File: src/rtl/mdio_pkg.sv
package mdio_pkg;
  localparam int FRAME_W = 32;
  localparam int SLOT_W  = $clog2(FRAME_W);
  // opcode bit that marks a read frame in both clause encodings
  localparam int RD_OP_BIT = 29;
  // first period in which a read frame releases the line (turnaround)
  localparam int TA_SLOT = 14;
  typedef logic [FRAME_W-1:0] frame_t;
endpackage

File: src/rtl/mdio_mdc_gen.sv
module mdio_mdc_gen #(
  parameter int DIV_RATIO = 8
) (
  input  logic clk,
  input  logic rst_n,
  input  logic start,
  input  logic run,
  output logic mdc,
  output logic sample_tick,
  output logic shift_tick
);
  localparam int HALF  = DIV_RATIO / 2;
  localparam int CNT_W = $clog2(DIV_RATIO);

  logic [CNT_W-1:0] cnt_q, cnt_d;

  // phase 0..HALF-1 is mdc high, HALF..DIV_RATIO-1 is mdc low
  always_comb begin
    cnt_d = cnt_q;
    if (start) begin
      cnt_d = CNT_W'(HALF + 1);
    end else if (run) begin
      if (cnt_q == CNT_W'(DIV_RATIO - 1)) cnt_d = '0;
      else                                 cnt_d = cnt_q + CNT_W'(1);
    end
  end

  always_ff @(posedge clk or negedge rst_n) begin
    if (!rst_n) cnt_q <= '0;
    else        cnt_q <= cnt_d;
  end

  assign mdc         = run && (cnt_q < CNT_W'(HALF));
  assign sample_tick = run && (cnt_q == CNT_W'(DIV_RATIO - 1));
  assign shift_tick  = run && (cnt_q == CNT_W'(HALF));
endmodule

File: src/rtl/mdio_frame_seq.sv
module mdio_frame_seq
  import mdio_pkg::*;
(
  input  logic clk,
  input  logic rst_n,
  input  logic start,
  input  logic is_read,
  input  logic shift_tick,
  output logic busy,
  output logic drive_en,
  output logic done,
  output logic irq
);
  logic [SLOT_W-1:0] slot_q, slot_d;
  logic busy_q, busy_d, rd_q, rd_d, done_q, done_d, irq_q, irq_d;
  logic last;

  assign last = shift_tick && (slot_q == SLOT_W'(FRAME_W - 1));

  always_comb begin
    slot_d = slot_q;
    busy_d = busy_q;
    rd_d   = rd_q;
    done_d = done_q;
    irq_d  = 1'b0;
    if (start) begin
      slot_d = '0;
      busy_d = 1'b1;
      rd_d   = is_read;
      done_d = 1'b0;
    end else if (shift_tick) begin
      slot_d = slot_q + SLOT_W'(1);
      if (last) begin
        busy_d = 1'b0;
        done_d = 1'b1;
        irq_d  = 1'b1;
      end
    end
  end

  always_ff @(posedge clk or negedge rst_n) begin
    if (!rst_n) begin
      slot_q <= '0;
      busy_q <= 1'b0;
      rd_q   <= 1'b0;
      done_q <= 1'b0;
      irq_q  <= 1'b0;
    end else begin
      slot_q <= slot_d;
      busy_q <= busy_d;
      rd_q   <= rd_d;
      done_q <= done_d;
      irq_q  <= irq_d;
    end
  end

  assign busy     = busy_q;
  assign drive_en = busy_q && !(rd_q && (slot_q >= SLOT_W'(TA_SLOT)));
  assign done     = done_q;
  assign irq      = irq_q;
endmodule

File: src/rtl/mdio_shift_core.sv
module mdio_shift_core
  import mdio_pkg::*;
(
  input  logic   clk,
  input  logic   rst_n,
  input  logic   load,
  input  frame_t load_val,
  input  logic   sample_tick,
  input  logic   shift_tick,
  input  logic   line_in,
  output frame_t sr,
  output logic   bit_out
);
  frame_t sr_q, sr_d;
  logic   samp_q, samp_d;

  always_comb begin
    samp_d = samp_q;
    if (sample_tick) samp_d = line_in;
    sr_d = sr_q;
    if (load)            sr_d = load_val;
    else if (shift_tick) sr_d = {sr_q[FRAME_W-2:0], samp_q};
  end

  always_ff @(posedge clk or negedge rst_n) begin
    if (!rst_n) begin
      sr_q   <= '0;
      samp_q <= 1'b0;
    end else begin
      sr_q   <= sr_d;
      samp_q <= samp_d;
    end
  end

  assign sr      = sr_q;
  assign bit_out = sr_q[FRAME_W-1];
endmodule

File: src/rtl/mdio_shift_reg.sv
module mdio_shift_reg
  import mdio_pkg::*;
#(
  parameter int DIV_RATIO = 8
) (
  input  logic        clk,
  input  logic        rst_n,
  input  logic        wr_en,
  input  logic [31:0] wr_data,
  output logic [31:0] rd_data,
  output logic        mdc,
  output logic        mdio_o,
  output logic        mdio_oe,
  input  logic        mdio_i,
  output logic        done,
  output logic        irq
);
  logic [1:0] rst_sync_q;
  logic       rst_core_n;
  logic       busy, start, sample_tick, shift_tick;
  frame_t     sr;

  // assert asynchronously, release on a clock edge
  always_ff @(posedge clk or negedge rst_n) begin
    if (!rst_n) rst_sync_q <= 2'b00;
    else        rst_sync_q <= {rst_sync_q[0], 1'b1};
  end
  assign rst_core_n = rst_sync_q[1];

  assign start = wr_en && !busy;

  mdio_mdc_gen #(.DIV_RATIO(DIV_RATIO)) u_mdc (
    .clk(clk), .rst_n(rst_core_n), .start(start), .run(busy),
    .mdc(mdc), .sample_tick(sample_tick), .shift_tick(shift_tick)
  );

  mdio_frame_seq u_seq (
    .clk(clk), .rst_n(rst_core_n), .start(start),
    .is_read(wr_data[RD_OP_BIT]), .shift_tick(shift_tick),
    .busy(busy), .drive_en(mdio_oe), .done(done), .irq(irq)
  );

  mdio_shift_core u_core (
    .clk(clk), .rst_n(rst_core_n), .load(start), .load_val(wr_data),
    .sample_tick(sample_tick), .shift_tick(shift_tick), .line_in(mdio_i),
    .sr(sr), .bit_out(mdio_o)
  );

  assign rd_data = sr;
endmodule

File: config.mk
export PLATFORM = sky130hd
export DESIGN_NAME = mdio_shift_reg
export DESIGN_NICKNAME = d
export VERILOG_FILES = /design/src/rtl/mdio_pkg.sv /design/src/rtl/mdio_mdc_gen.sv /design/src/rtl/mdio_frame_seq.sv /design/src/rtl/mdio_shift_core.sv /design/src/rtl/mdio_shift_reg.sv
export SDC_FILE = /design/constraint.sdc
export NUM_CORES = 1
export LEC_CHECK = 0
export BUFFER_PORTS_ARGS = -buffer_cell sky130_fd_sc_hd__buf_2
export CELL_PAD_IN_SITES_DETAIL_PLACEMENT = 0
export CELL_PAD_IN_SITES_GLOBAL_PLACEMENT = 1
export CORE_MARGIN = 3
export CORE_UTILIZATION = 37
export DETAILED_ROUTE_END_ITERATION = 6
export PLACE_DENSITY_LB_ADDON = 0.25
export SLEW_MARGIN = 25
export SYNTH_ARGS = -nofsm -noshare
export SYNTH_HDL_FRONTEND = slang
export SYNTH_SLANG_ARGS = --single-unit
File: constraint.sdc
create_clock -name clk -period 2.2 [get_ports clk]
set_clock_uncertainty 0.1 [all_clocks]
set_input_delay 0.11 -clock clk [delete_from_list [all_inputs] [get_ports clk]]
set_output_delay 0.11 -clock clk [all_outputs]
set_load 0.02 [all_outputs]
==> results of run 1 <==
==> worst max-delay path by stage <==
stage                                from               to  slack, ns  depth (start not counted)
after floorplan            u_mdc.cnt_q[0]     u_core.sr[0]       0.68                          7
after global placement     u_mdc.cnt_q[0]       u_seq.done       0.60                          6
after detailed placement       u_seq.busy  u_seq.slot_q[3]       0.55                          4
after CTS                 u_seq.slot_q[0]          mdio_oe       0.26                          6
after global routing      u_seq.slot_q[0]          mdio_oe       0.13                          6
final                     u_seq.slot_q[0]          mdio_oe       0.30                          6
==> cell families after synthesis <==
logic type | Yosys count | synth area share [%]
mux | 2 | 0.994
fa+ha+maj | 6 | 3.51
compound gates | 43 | 14.3
buf+inv | 20 | 5.73
flops | 47 | 55.0
other cells | 1 | 0.175
simple gates | 89 | 20.3
==> power groups by stage <==
stage	Combinational (mW)	Clock, mW	Sequential, mW
after CTS	1.45	0.654	1.50
after global placement	1.38	0	1.51
final	1.43	0.635	1.50
after detailed placement	1.40	0	1.51
after global routing	1.62	0.684	1.55
after floorplan	0.746	0	1.82
==> sequential cells by signal, indices dropped and copies added, names as in the netlist <==
| signal | cells |
|---|---|
| u_seq.rd_q | 1 |
| u_core.samp_q | 1 |
| u_mdc.cnt_q | 3 |
| u_seq.slot_q | 5 |
| u_seq.irq | 1 |
| u_core.sr | 32 |
| u_seq.busy | 1 |
| u_seq.done | 1 |
| rst_sync_q | 2 |
==> per-layer routing <==
layer / track usage, % / vias to the layer above
met1: 23.4 / 926
met2: 25.5 / 74
li1: - / 938
met4: 5.81 / 0
met3: 4.06 / 7
met5: 0 / -
==> final cells by class <==
class | count | area (um2) | area share [%]
clock inverters | 2 | 37.5 | 1.25
flip-flops and latches | 47 | 1180 | 39.2
repair buffers | 112 | 773 | 25.7
inverters | 3 | 11.3 | 0.375
well taps | 72 | 90.1 | 3.00
multi-input cells | 141 | 843 | 28.1
clock buffers | 6 | 72.6 | 2.41
==> worst register-to-register path, stage by stage (launching register included) <==
cell,delay (ns)
dfrtp_1,0.60
nand2b_1,0.46
buf_12,0.25
nand2_1,0.08
mux2i_1,0.12
==> per-stage QoR <==
stage	power [mW]	worst slack, ns	instances	area [um2]
floorplan	2.56	0.684	208	2140
global placement	2.89	0.602	340	2540
detailed placement	2.92	0.552	340	2540
CTS	3.60	0.258	383	3010
global route	3.86	0.135	383	3010
finish	3.56	0.296	383	3010
==> cell usage in the layout (no fill, tap or decap) <==
cell            n
buf_2          72
dfrtp_1        46
nand2_1        40
nand3_1        35
dlygate4sd3_1  35
a22oi_1        31
ha_1            6
clkbuf_8        5
nor2_1          4
inv_1           3
o21ai_0         3
a21oi_1         3
buf_4           3
and3_1          2
o21ai_1         2
buf_12          2
and2b_2         1
o211a_1         1
and2_1          1
and2_4          1
nor2b_2         1
nand3_4         1
nand2b_1        1
a21o_1          1
mux2_2          1
nand4_4         1
mux2i_1         1
nand4_1         1
a22o_1          1
o21a_1          1
bufinv_16       1
clkinvlp_4      1
clkbuf_1        1
conb_1          1
dfrtp_2         1
==> results.txt, run 1 <==
----------------------------------------------------
[Power and ir drop]
  Internal power consumption ... 2.10 mW
  Sw frac ... 41.0%
  Fraction of power consumed by sequential logic ... 42.0%
  Combinational share of power ... 40.2%
  Power Dens Cells ... 1190 mW/mm2
  Peak VDD IR ... 0.531 mV
  Leak Pwr ... 1.62 nW
  Net switching power ... 1.46 mW
  Part of the power in the clock network ... 17.8%

[Global route]
  Initial antenna violation count ... 0
  First-pass GRT wire length ... 8670 um
  Pin count of the biggest net entering global routing ... 38
  Global router's overall resource usage ... 16.8%
  Via count of the first global-routing pass ... 1819
  Residual overflow from global routing ... 0

[Logic synthesis]
  Yosys Warn Count ... 0
  Post-Synthesis Net Count ... 250
  Share of the yosys chip area belonging to registers ... 55.0%
  Post-Synthesis Cell Area ... 0.00214 mm2
  Distinct cell type count after synthesis ... 30
  Main synth FF type ... dfrtp_1
  Cells taking the most area after synthesis ... dfrtp_1 55%, a22oi_1 11%, nand3_1 8.2%
  Number of synthesized register bits ... 47
  Area share of the leading cell type in the synthesized netlist ... 55.0%
  Syn avg cell area ... 10.3 um2
  Number of synthesized flops with an enable pin ... 0
  Top-count cell post-synth ... dfrtp_1
  Top cells by count, synth ... 47 x dfrtp_1, 40 x nand2_1, 35 x nand3_1
  Post-synth top area cell ... dfrtp_1
  Post-Synthesis Cells ... 208
  FFs w/ async S/R, synth ... 100%

[Floorplanning]
  Effective utilization at floorplan ... 38.6%
  Die height ... 82.0 um
  Row count ... 27
  Top-level port count ... 73
  Die span in x ... 82.0 um
  Area of the core ... 0.00554 mm2
  Full die area ... 0.00673 mm2

[Worst setup path]
  Cells along the critical path ... inv_1, ha_1, o211a_1, o21ai_0, and2_1, buf_2
  Worst Reg-to-Reg Cells ... 4
  Largest delay share family, worst path ... flip-flops
  Reg2Reg Capture Point ... u_seq.slot_q[3]
  Arrival time worst endpoint ... 1.69 ns
  Critical path class ... reg2out
  Worst Path Buf+Inv ... 2
  Reg-to-reg critical path startpoint ... u_seq.busy
  Worst-path cell with the longest stage delay ... dfrtp_1
  Element type at the critical path end ... output pin
  Required time reported for the critical path endpoint ... 1.99 ns
  Reg-to-reg slack, setup ... 0.53 ns
  Max FO, Critical Path ... 5
  Maximum single-stage delay on the critical path ... 0.45 ns
  Startpoint class of the critical path ... flop

[STA]
  Max-slew violation total from the final report ... 0
  Portion of the clock cycle consumed by the worst path in the final layout ... 86.5%
  Post-layout minimum cycle time ... 1.90 ns
  Count of endpoints failing hold in the final timing report ... 0
  Final Setup Violations ... 0
  Setup repair after global routing missed its margin ... false
  Worst-case hold slack ... 0.0123 ns
  Setup tns final ... 0 ns
  Maximum achievable frequency ... 525 MHz

[Clock network]
  TritonCTS clock tree ... done
  Number of instances resized during post-cts repair ... 0
  Post-CTS Setup Bufs ... 0
  H-tree level count ... 2
  Maximum clock insertion buffer count ... 2
  Clk sinks ... 47
  Count of hold-fix buffers inserted at cts ... 35
  Clock network latency to the later pin of the worst-skew pair ... 0.30 ns
  Cts bufs inserted ... 5
  Clock root buffer ... clkbuf_8
  Clock-pin transition on the worst setup and hold timing paths ... 0.09 ns

[Place]
  HPWL after detailed placement ... 3320 um
  Gp weighted congestion ... 0.770
  Port bufs ... 72

[Layout]
  Final core occ ... 54.2%
  Final-layout fill cell count ... 523
  Number of nets in the final layout ... 352
  Ratio of cells with drive above 1 in the final layout ... 29.3%
  Final antenna diode count ... 0
  Synth-to-layout area growth ... 40.5%

[Drt]
  Drt total wl ... 5290 um
  TritonRoute pass-1 iters ... 4
  Met2 wire length ... 2410 um
  Average vias per placed instance ... 5.08
  Via count ... 1945
  Average routed wire per standard cell ... 13.8 um
  Residual DRC ... 0
  Post-route ant nets ... 0
  Initial drt markers ... 142
  Met3 WL post-DR ... 311 um
  Highest signal layer in the routed design ... met4
  Met1 Wirelength ... 2490 um

[Flow run]
  Max-cap violations ... 0

[Outcome]
  Run status ... finished clean

[Hold path]
  Worst hold-check path type ... in2reg
  Beginning of the worst hold path ... wr_en
  WHS Path Cells ... 3
  Worst min-delay path endpoint ... u_seq.busy

----------------------------------------------------
No activity file was read; power rests on OpenSTA's default activity.
==> run 2, diff against run 1 <==
clock period = 2 ns   (was 2.2 ns; I/O delays follow)
==> run 2 against run 1 <==
Effect of this change: final cell count is 0.26% higher; core utilization up 0.84 points; global-route usage down 0.39 points.
==> results.txt, run 2 (same netlist as run 1, synthesis figures left out) <==
----------------------------------------------------
[Worst setup path]
  Worst Reg-to-Reg Cells ... 5 (+1)
  Cells along the critical path ... ha_1, o211a_1, o21ai_0, and2_1, buf_2
  Maximum single-stage delay on the critical path ... 0.46 ns (about the same)
  Critical path class ... reg2out
  Arrival time worst endpoint ... 1.65 ns (-0.04 ns)
  Reg2Reg Capture Point ... u_seq.slot_q[0]
  Required time reported for the critical path endpoint ... 1.80 ns (-0.19 ns)
  Reg-to-reg slack, setup ... 0.36 ns (-0.17 ns)
  Element type at the critical path end ... output pin
  Worst-path cell with the longest stage delay ... dfrtp_1
  Reg-to-reg critical path startpoint ... u_mdc.cnt_q[0]
  Max FO, Critical Path ... 5 (unchanged)
  Startpoint class of the critical path ... flop

[Floorplanning]
  Row count ... 27 (unchanged)
  Top-level port count ... 73 (unchanged)
  Area of the core ... 0.00554 mm2 (unchanged)
  Full die area ... 0.00673 mm2 (unchanged)
  Effective utilization at floorplan ... 38.6% (unchanged)
  Die height ... 82.0 um (unchanged)
  Die span in x ... 82.0 um (unchanged)

[Drt]
  Average routed wire per standard cell ... 14.0 um (+1.5%)
  Drt total wl ... 5380 um (+1.7%)
  Via count ... 1902 (-2.2%)
  Residual DRC ... 0 (unchanged)
  Initial drt markers ... 120 (-15%)
  Average vias per placed instance ... 4.95 (-2.5%)
  Post-route ant nets ... 0 (unchanged)
  TritonRoute pass-1 iters ... 4 (unchanged)

[Layout]
  Number of nets in the final layout ... 353 (+0.28%)
  Number of flip-flops in the largest register ... 32 (unchanged)
  Ratio of cells with drive above 1 in the final layout ... 29.5% (+0.23 points)
  Final core occ ... 55.1% (+0.84 points)
  Synth-to-layout area growth ... 42.6%
  Non-filler cells, final ... 384 (+0.26%)
  Most common cell after layout, fill and taps aside ... buf_2
  Final antenna diode count ... 0 (unchanged)
  Final non-filler cell area ... 0.00305 mm2 (+1.5%)
  Leading cell types in the layout, fill and taps excluded ... 72 x buf_2, 45 x dfrtp_1, 40 x nand2_1, 36 x dlygate4sd3_1, 35 x nand3_1

[Clock network]
  Post-CTS Setup Bufs ... 0 (unchanged)
  Maximum clock insertion buffer count ... 2 (unchanged)
  Clock root buffer ... clkbuf_8
  H-tree level count ... 2 (unchanged)
  TritonCTS clock tree ... done
  Cts bufs inserted ... 5 (unchanged)
  Clk sinks ... 47 (unchanged)
  Clock-pin transition on the worst setup and hold timing paths ... 0.08 ns (about the same)
  Clock network latency to the later pin of the worst-skew pair ... 0.30 ns (about the same)

[Flow run]
  Max-cap violations ... 0 (unchanged)

[Global route]
  Residual overflow from global routing ... 0 (unchanged)
  Global router's overall resource usage ... 16.4% (-0.39 points)
  Pin count of the biggest net entering global routing ... 40 (+5.3%)
  First-pass GRT wire length ... 8440 um (-2.6%)
  Via count of the first global-routing pass ... 1790 (-1.6%)
  Initial antenna violation count ... 0 (unchanged)

[Hold path]
  Worst hold-check path type ... reg2async

[Power and ir drop]
  Power Dens Cells ... 1320 mW/mm2 (+12%)
  Leak Pwr ... 1.64 nW (+1.3%)
  Peak VDD IR ... 0.519 mV (-2.3%)
  Overall power consumption ... 4.04 mW (+13%)

[Place]
  Placed standard-cell area ... 0.00256 mm2 (+0.49%)
  Cells after DPL ... 340 (unchanged)
  Worst-case setup slack after placement ... 0.370 ns (-0.183 ns)
  Port bufs ... 72 (unchanged)
  HPWL after detailed placement ... 3310 um (-0.13%)
  Gp weighted congestion ... 0.766 (-0.47%)

[STA]
  Least setup slack across all paths after layout ... 0.150 ns (-0.146 ns)
  Maximum achievable frequency ... 541 MHz
  Post-layout minimum cycle time ... 1.85 ns
  Setup tns final ... 0 ns (unchanged)
  Final Setup Violations ... 0 (unchanged)
  Portion of the clock cycle consumed by the worst path in the final layout ... 92.5%
  Count of endpoints failing hold in the final timing report ... 0 (unchanged)
  Worst-case hold slack ... 0.132 ns (+0.120 ns)
  Max-slew violation total from the final report ... 0 (unchanged)
  Setup repair after global routing missed its margin ... false

[Outcome]
  Run status ... finished clean

----------------------------------------------------
-- run 2: cell count changes in the layout (fill, tap and decap cells not counted), sizes merged --
cell,before,now
bufinv,1,2
dlygate4sd3,35,36
clkinvlp,1,0
-- run 2: routing by layer --
metal  vias to the layer above  GRT usage (%)  wire (um)
met5                         -              0          0
met4                         0           5.48         39
met3                         4           3.29        249
met2                        50           27.9       2660
met1                       911           20.8       2430
li1                        937              -          -
-- run 2: repair_timing --
| item | in CTS | in global routing |
|---|---|---|
| gates resized for setup | 0 | 1 |
| hold buffers | 36 | 0 |
| endpoints found under the hold margin | 37 | 0 |
| endpoints found under the setup margin | 0 | 1 |
-- run 2: power breakdown --
part | switching, mW | internal [mW]
Sequential | 0.338 | 1.32
Clock | 0.311 | 0.499
Combinational | 0.950 | 0.625
Total | 1.60 | 2.44
-- run 2: worst max path at each step --
stage / end / slack, ns / cells past startpoint / startpoint
finish: mdio_oe / 0.15 / 5 / u_seq.slot_q[1]
global route: mdio_oe / 0.04 / 5 / u_seq.slot_q[1]
global placement: u_seq.slot_q[0] / 0.41 / 5 / u_mdc.cnt_q[0]
CTS: mdio_oe / 0.08 / 6 / u_seq.slot_q[0]
floorplan: u_core.sr[0] / 0.48 / 7 / u_mdc.cnt_q[0]
detailed placement: u_seq.slot_q[0] / 0.37 / 5 / u_mdc.cnt_q[0]
-- run 2: critical path: cells and delay by family (launching register included) --
family | cells | cell delay, ns
buffers and inverters | 1 | 0.15
DFF | 1 | 0.46
and+or+nand+nor | 1 | 0.15
adders and majority gates | 1 | 0.21
AOI/OAI and AO/OA | 2 | 0.38
-- run 2: area by class of cell --
type                    count  area [um2]
clock buffers               6        72.6
inverters                   3        11.3
fillers                   534        2490
well taps                  72        90.1
clock inverters             2        60.1
multi-input cells         141         843
repair buffers            113         796
flip-flops and latches     47        1180
